[config.mk]
export PLATFORM = sky130hd
export DESIGN_NAME = bch8_sector_fixer
export DESIGN_NICKNAME = d
export VERILOG_FILES = /design/src/rtl/bch8_fix_pkg.sv /design/src/rtl/bch8_loc_unpack.sv /design/src/rtl/bch8_flip_seq.sv /design/src/rtl/bch8_sector_fixer.sv
export SDC_FILE = /design/constraint.sdc
export NUM_CORES = 1
export LEC_CHECK = 0
export BUFFER_PORTS_ARGS = -buffer_cell sky130_fd_sc_hd__buf_2
export CAP_MARGIN = 20
export CORE_ASPECT_RATIO = 0.9
export CORE_UTILIZATION = 55
export DETAILED_ROUTE_END_ITERATION = 8
export PLACE_DENSITY = 0.79
export SLEW_MARGIN = 10
export SYNTH_ARGS = -nofsm -noshare
export SYNTH_HDL_FRONTEND = slang
export SYNTH_HIERARCHICAL = 1
export SYNTH_SLANG_ARGS = --single-unit
[constraint.sdc]
create_clock -name clk -period 2.9 [get_ports clk]
set_clock_uncertainty 0.1 [all_clocks]
set_input_delay 0.58 -clock clk [delete_from_list [all_inputs] [get_ports clk]]
set_output_delay 0.58 -clock clk [all_outputs]
set_load 0.03 [all_outputs]
[src/rtl/bch8_fix_pkg.sv]
package bch8_fix_pkg;

  typedef enum logic [2:0] {
    ST_IDLE,
    ST_DECIDE,
    ST_PICK,
    ST_RD,
    ST_WR
  } fix_state_e;

endpackage

[src/rtl/bch8_loc_unpack.sv]
module bch8_loc_unpack #(
  parameter int IDX_W     = 13,
  parameter int NIDX      = 8,
  parameter int LIMIT     = 4096,
  parameter int FLIP_LSBS = 2
) (
  input  logic [NIDX*IDX_W-1:0]       vec_i,
  output logic [NIDX-1:0][IDX_W-1:0]  idx_o,
  output logic [NIDX-1:0]             ok_o
);

  localparam logic [IDX_W-1:0] FIX_MASK = IDX_W'((1 << FLIP_LSBS) - 1);
  localparam logic [IDX_W:0]   LIMIT_V  = (IDX_W + 1)'(LIMIT);

  // Each location is a fixed slice; undo the low-bit inversion and range check.
  for (genvar k = 0; k < NIDX; k++) begin : g_loc
    assign idx_o[k] = vec_i[k*IDX_W +: IDX_W] ^ FIX_MASK;
    assign ok_o[k]  = ({1'b0, idx_o[k]} <= LIMIT_V);
  end

endmodule

[src/rtl/bch8_flip_seq.sv]
module bch8_flip_seq
  import bch8_fix_pkg::*;
#(
  parameter int IDX_W   = 13,
  parameter int NIDX    = 8,
  parameter int CNT_W   = 4,
  parameter int DATA_W  = 8,
  parameter int ADDR_W  = 10,
  parameter int MAX_ERR = 8
) (
  input  logic                       clk,
  input  logic                       rst,
  input  logic                       start_i,
  input  logic [CNT_W-1:0]           cnt_i,
  input  logic [NIDX*IDX_W-1:0]      vec_i,
  input  logic                       erased_i,
  input  logic [CNT_W-1:0]           erased_cnt_i,
  output logic [NIDX*IDX_W-1:0]      vec_q_o,
  input  logic [NIDX-1:0][IDX_W-1:0] idx_i,
  input  logic [NIDX-1:0]            ok_i,
  output logic                       busy_o,
  output logic                       done_o,
  output logic [CNT_W-1:0]           fix_cnt_o,
  output logic                       uncorr_o,
  output logic [ADDR_W-1:0]          ram_addr_o,
  output logic                       ram_rd_en_o,
  input  logic [DATA_W-1:0]          ram_rdata_i,
  output logic                       ram_wr_en_o,
  output logic [DATA_W-1:0]          ram_wdata_o
);

  localparam int K_W   = (NIDX > 1) ? $clog2(NIDX) : 1;
  localparam int BIT_W = $clog2(DATA_W);
  localparam logic [CNT_W-1:0] MAX_V = CNT_W'(MAX_ERR);

  fix_state_e          state_q;
  logic [CNT_W-1:0]    cnt_q;
  logic                erased_q;
  logic [CNT_W-1:0]    ecnt_q;
  logic [K_W-1:0]      k_q;
  logic [CNT_W-1:0]    left_q;
  logic [CNT_W-1:0]    applied_q;
  logic [BIT_W-1:0]    bit_q;

  assign busy_o = (state_q != ST_IDLE);

  always_ff @(posedge clk) begin
    if (rst) begin
      state_q     <= ST_IDLE;
      vec_q_o     <= '0;
      cnt_q       <= '0;
      erased_q    <= 1'b0;
      ecnt_q      <= '0;
      k_q         <= '0;
      left_q      <= '0;
      applied_q   <= '0;
      bit_q       <= '0;
      done_o      <= 1'b0;
      fix_cnt_o   <= '0;
      uncorr_o    <= 1'b0;
      ram_addr_o  <= '0;
      ram_rd_en_o <= 1'b0;
      ram_wr_en_o <= 1'b0;
      ram_wdata_o <= '0;
    end else begin
      done_o      <= 1'b0;
      ram_rd_en_o <= 1'b0;
      ram_wr_en_o <= 1'b0;
      case (state_q)
        ST_IDLE: begin
          if (start_i) begin
            vec_q_o  <= vec_i;
            cnt_q    <= cnt_i;
            erased_q <= erased_i;
            ecnt_q   <= erased_cnt_i;
            state_q  <= ST_DECIDE;
          end
        end
        ST_DECIDE: begin
          if (cnt_q == '0) begin
            done_o    <= 1'b1;
            fix_cnt_o <= '0;
            uncorr_o  <= 1'b0;
            state_q   <= ST_IDLE;
          end else if (cnt_q > MAX_V) begin
            done_o    <= 1'b1;
            fix_cnt_o <= erased_q ? ecnt_q : '0;
            uncorr_o  <= ~erased_q;
            state_q   <= ST_IDLE;
          end else begin
            k_q       <= '0;
            left_q    <= cnt_q;
            applied_q <= '0;
            state_q   <= ST_PICK;
          end
        end
        ST_PICK: begin
          if (left_q == '0) begin
            done_o    <= 1'b1;
            fix_cnt_o <= applied_q;
            uncorr_o  <= 1'b0;
            state_q   <= ST_IDLE;
          end else begin
            if (ok_i[k_q]) begin
              ram_addr_o  <= ADDR_W'(idx_i[k_q] >> BIT_W);
              bit_q       <= idx_i[k_q][BIT_W-1:0];
              ram_rd_en_o <= 1'b1;
              state_q     <= ST_RD;
            end
            k_q    <= k_q + 1'b1;
            left_q <= left_q - 1'b1;
          end
        end
        ST_RD: begin
          state_q <= ST_WR;
        end
        ST_WR: begin
          ram_wdata_o <= ram_rdata_i ^ (DATA_W'(1) << bit_q);
          ram_wr_en_o <= 1'b1;
          applied_q   <= applied_q + 1'b1;
          state_q     <= ST_PICK;
        end
        default: state_q <= ST_IDLE;
      endcase
    end
  end

  // R11-style port discipline folded into R7: never read and write together.
  p_rw_exclusive_r7: assert property (@(posedge clk) disable iff (rst)
    !(ram_rd_en_o && ram_wr_en_o));

  p_write_follows_read_r7: assert property (@(posedge clk) disable iff (rst)
    ram_wr_en_o |-> ($past(ram_rd_en_o, 2) && ram_addr_o == $past(ram_addr_o, 2)));

  p_done_single_r9: assert property (@(posedge clk) disable iff (rst)
    done_o |=> !done_o);

  p_done_not_busy_r9: assert property (@(posedge clk) disable iff (rst)
    done_o |-> !busy_o);

  p_busy_after_start_r9: assert property (@(posedge clk) disable iff (rst)
    (start_i && !busy_o) |=> busy_o);

  p_uncorr_no_fix_r2: assert property (@(posedge clk) disable iff (rst)
    (done_o && uncorr_o) |-> fix_cnt_o == '0);

  p_applied_bound_r8: assert property (@(posedge clk) disable iff (rst)
    ram_wr_en_o |-> (applied_q != '0 && applied_q <= cnt_q));

endmodule

[src/rtl/bch8_sector_fixer.sv]
module bch8_sector_fixer #(
  parameter int WORD_W       = 32,
  parameter int IDX_W        = 13,
  parameter int NIDX         = 8,
  parameter int SECTOR_BYTES = 512,
  parameter int DATA_W       = 8,
  parameter int CNT_W        = 4,
  parameter int CNT_LSB      = 10,
  parameter int TAIL_LSB     = 16,
  parameter int MAX_ERR      = 8,
  parameter int FLIP_LSBS    = 2,
  localparam int LIMIT       = SECTOR_BYTES * DATA_W,
  localparam int ADDR_W      = $clog2(LIMIT + 1) - $clog2(DATA_W)
) (
  input  logic              clk,
  input  logic              rst,
  input  logic              start_i,
  input  logic [WORD_W-1:0] loc_w1_i,
  input  logic [WORD_W-1:0] loc_w2_i,
  input  logic [WORD_W-1:0] loc_w3_i,
  input  logic [WORD_W-1:0] stat_w_i,
  input  logic              erased_i,
  input  logic [CNT_W-1:0]  erased_cnt_i,
  output logic              busy_o,
  output logic              done_o,
  output logic [CNT_W-1:0]  fix_cnt_o,
  output logic              uncorr_o,
  output logic [ADDR_W-1:0] ram_addr_o,
  output logic              ram_rd_en_o,
  input  logic [DATA_W-1:0] ram_rdata_i,
  output logic              ram_wr_en_o,
  output logic [DATA_W-1:0] ram_wdata_o
);

  localparam int VEC_W  = NIDX * IDX_W;
  localparam int TAIL_W = VEC_W - 3 * WORD_W;

  logic [VEC_W-1:0]             vec_in;
  logic [VEC_W-1:0]             vec_q;
  logic [NIDX-1:0][IDX_W-1:0]   idx;
  logic [NIDX-1:0]              idx_ok;
  logic                         unused_stat;

  assign vec_in = {stat_w_i[TAIL_LSB +: TAIL_W], loc_w3_i, loc_w2_i, loc_w1_i};
  assign unused_stat = ^{stat_w_i[CNT_LSB-1:0],
                         stat_w_i[TAIL_LSB-1:CNT_LSB+CNT_W],
                         stat_w_i[WORD_W-1:TAIL_LSB+TAIL_W]};

  bch8_loc_unpack #(
    .IDX_W    (IDX_W),
    .NIDX     (NIDX),
    .LIMIT    (LIMIT),
    .FLIP_LSBS(FLIP_LSBS)
  ) u_unpack (
    .vec_i(vec_q),
    .idx_o(idx),
    .ok_o (idx_ok)
  );

  bch8_flip_seq #(
    .IDX_W  (IDX_W),
    .NIDX   (NIDX),
    .CNT_W  (CNT_W),
    .DATA_W (DATA_W),
    .ADDR_W (ADDR_W),
    .MAX_ERR(MAX_ERR)
  ) u_seq (
    .clk         (clk),
    .rst         (rst),
    .start_i     (start_i),
    .cnt_i       (stat_w_i[CNT_LSB +: CNT_W]),
    .vec_i       (vec_in),
    .erased_i    (erased_i),
    .erased_cnt_i(erased_cnt_i),
    .vec_q_o     (vec_q),
    .idx_i       (idx),
    .ok_i        (idx_ok),
    .busy_o      (busy_o),
    .done_o      (done_o),
    .fix_cnt_o   (fix_cnt_o),
    .uncorr_o    (uncorr_o),
    .ram_addr_o  (ram_addr_o),
    .ram_rd_en_o (ram_rd_en_o),
    .ram_rdata_i (ram_rdata_i),
    .ram_wr_en_o (ram_wr_en_o),
    .ram_wdata_o (ram_wdata_o)
  );

  p_reset_quiet_r10: assert property (@(posedge clk)
    $past(rst) |-> (!busy_o && !done_o && !ram_rd_en_o && !ram_wr_en_o));

endmodule

==> summary.txt <==
Yosys
  – #FFs+latches synth: 156
  – Top cells by area, synth: dfxtp_1, nand2_1, buf_4
  – Top-area cell type share of the netlist area: 0.3946
  – Synth Area in Adders: 0.004743
  – Async SR Flop Fraction: 0
  – Synth Area in Compound Gates: 0.1319
  – Syn Nets: 1080
  – Main combinational cell family by area after synthesis: simple AND/OR/NAND/NOR gates
  – Post-Synthesis Cells: 933
  – Post-synth EDFFs: 0
  – XOR/XNOR Fraction of Synth Area: 0.007747
  – Top cells by count, synth: nand2_1, dfxtp_1, a21oi_1, buf_4, nor2_1
  – Part of the Yosys area used for sequential elements: 0.3946
  – Synthesis Warnings: 6
  – Post-synthesis mux area share: 0.1020
  – Mapped Area: a little under 0.008 mm^2
  – Simple-Gate Fraction of Synth Area: 0.2250
  – Yosys top cell by area: dfxtp_1
  – Unique masters post-synth: 57
  – Count leader, synth: nand2_1
  – Synth Flop Type: dfxtp_1
  – Mean Syn Cell Area: 8.482 um^2

Die
  – Die area: roughly 0.015 mm^2
  – Starting Density: 0.5630
  – Die Y: between 100 and 150 um
  – Site Rows: 41
  – Chip width: approximately 130 um
  – Core area: ~0.014 mm^2
  – # IOs: around 170

Routing
  – Vias: approximately 6.3k
  – Number of remaining DRC errors: 0
  – Via-to-Cell Ratio: about 5.4
  – DR pass1 iterations: 5
  – DRT antenna net count: 0
  – Drt first-iter violations: 537
  – Routed WL: between 15000 and 20000 um
  – WL/cell: 15.21 um

Setup path
  – Arrival @ worst endpoint: between 2 and 3 ns
  – R2R depth: 6
  – Crit-path max cell delay: ~0.57 ns
  – CP Class: reg2reg
  – Highest-delay cell along the critical path: or4_1
  – Worst Path Required: between 3 and 4 ns
  – Crit-path cells: or4_1 -> o31ai_2 -> mux2_2 -> a2bb2oi_1 -> nand3_4 -> mux2_4
  – Startpoint Class: register
  – Crit end category: register
  – Crit Path Max Fanout: 14

Clock tree
  – Post-CTS resize count: 0
  – H-tree levels: 4
  – CTS tree: yes
  – CTS Sinks: about 160
  – Clock root buffer: clkbuf_16
  – Clk buf depth: 2
  – Postcts setup bufs: 0
  – Worst skew pair latency: approximately 0.42 ns
  – Cts hold-fix bufs: 0
  – Reg clk slew, reported paths: ~0.060 ns
  – CTS buffer count: 17

Timing
  – Setup ws final: between 0.3 and 0.4 ns
  – Slew Viols, Final: 0
  – Unrepaired setup endpoints after global routing: false
  – Min Hold Slack: roughly 0.29 ns
  – Setup-failing EPs final: 0
  – Setup_tns: 0 ns
  – Final hold vios: 0
  – Min cycle time layout: roughly 2.5 ns
  – Slew HR: 0.5377
  – Worst-Margin Slew: 0.6925 ns
  – Max Freq: between 0.3 and 0.4 GHz
  – Period Utilization, post-route: 0.8746

Pwr
  – Maximum vdd drop: around 0.42 mV
  – P per Cell Area: just under 600 mW/mm^2
  – Leak Pwr: between 3 and 4 nW

GRT
  – First-pass GRT wire length: 28080 um
  – Initial antenna violation count: 0
  – GRT overflow: 0
  – Vias in the first global route: between 5k and 6k
  – Total global-route track usage: 0.2488
  – Largest net degree at the start of global routing: 74

Final layout
  – Layout Nets: 1107
  – Util after Layout: 0.6162
  – Filler cells: between 1k and 1.5k
  – Final std cells w/o fill: around 1.2k
  – Area grow syn2layout: 9.439%
  – Layout cell share with drive strength beyond 1: 0.2693
  – ANT cells: 0

Run
  – Total of max-cap violations: 0

Worst hold path
  – Worst min path class: in2reg
  – Worst hold path depth: 3

Run status
  – Outcome: finished, final reports clean

Placement
  – Placed insts: 1134
  – Port Buf Inserts: 150
  – Dpl ws: between 0.3 and 0.4 ns
  – HPWL after detailed placement: 12760 um
  – Gpl congestion: ~0.90
## stage by stage
step | area (um^2) | power, mW
after floorplan | 7914 | 2.856
after global placement | 8066 | 2.951
after detailed placement | 8066 | 2.963
after CTS | 8661 | 5.162
after global routing | 8661 | 5.342
final | 8661 | 5.126
## layout make-up
cell class	count	area, um^2	area share
Timing Repair Buffer	161	873.3	0.1008
Clock inverter	13	141.4	0.01632
Clock buffer	19	452.9	0.05230
Tap cell	193	241.5	0.02788
Multi-Input combinational cell	602	3745	0.4324
Sequential cell	156	3124	0.3607
Inverter	22	82.58	0.009535
## worst max-delay path, delay by kind of cell (launching register included)
| family | cells | cell delay [ns] |
|---|---|---|
| AO/OA/AOI/OAI | 2 | 0.55 |
| flip-flops | 1 | 0.33 |
| multiplexers | 2 | 0.57 |
| AND/OR/NAND/NOR | 2 | 0.87 |
## cells in the final DEF, fill, tap and decap left out, types with 4 or more instances in the layout
cell       Yosys  layout
nor2_1        51      50
o21ai_0        7       7
nand3b_1       4       4
buf_2         14     149
mux2_4         9       9
mux2_2         5       5
mux4_2        26      26
a211oi_1       8       8
buf_4         97       9
or4_1          9       9
a311oi_1       5       5
o31ai_2        8       8
inv_1         22      22
or4_4          8       8
nand4_1        5       5
nor2b_1       17      17
dfxtp_1      156     155
xor2_1         4       4
nand2_1      238     237
nor3_1        20      20
a21oi_1      119     119
nand4bb_1      8       8
clkbuf_16      0      17
## worst paths after layout
path	slack [ns]	startpoint	end
setup / recovery	0.36	u_seq/vec_q_o[98]$_SDFFE_PP0P_	u_seq/ram_addr_o[5]$_SDFFE_PP0P_
hold / removal	0.29	erased_cnt_i[1]	u_seq/ecnt_q[1]$_SDFFE_PP0P_
setup reg to reg	0.36	u_seq/vec_q_o[98]$_SDFFE_PP0P_	u_seq/ram_addr_o[5]$_SDFFE_PP0P_
hold reg to reg	0.36	u_seq/ecnt_q[1]$_SDFFE_PP0P_	u_seq/ecnt_q[1]$_SDFFE_PP0P_
## where the power goes
| part | switching, mW | internal, mW | total, mW |
|---|---|---|---|
| Combinational | 0.315 | 0.251 | 0.565 |
| Clock | 0.889 | 1.32 | 2.20 |
| Sequential | 0.100 | 2.26 | 2.36 |
## cell families after synthesis
group / Yosys count
AOI/OAI and AO/OA: 168
xor gates and xnor gates: 7
adders and majority gates: 3
buffers and inverters: 175
DFF: 156
muxes: 43
and+or+nand+nor: 381
## routing by layer
layer	global-route usage	part of all wire
met2	0.3791	0.44
met3	0.06971	0.072
met4	0.08627	0.017
met1	0.3399	0.47
met5	0	0
## state kept, by name, summed over array words and instances (netlist names), 4 cells and up
signal	count
u_seq/fix_cnt_o	4
u_seq/applied_q	4
u_seq/left_q	4
u_seq/vec_q_o	104
u_seq/ram_addr_o	10
u_seq/cnt_q	4
u_seq/ram_wdata_o	8
u_seq/ecnt_q	4
No activity file was read; power rests on OpenSTA's default activity.
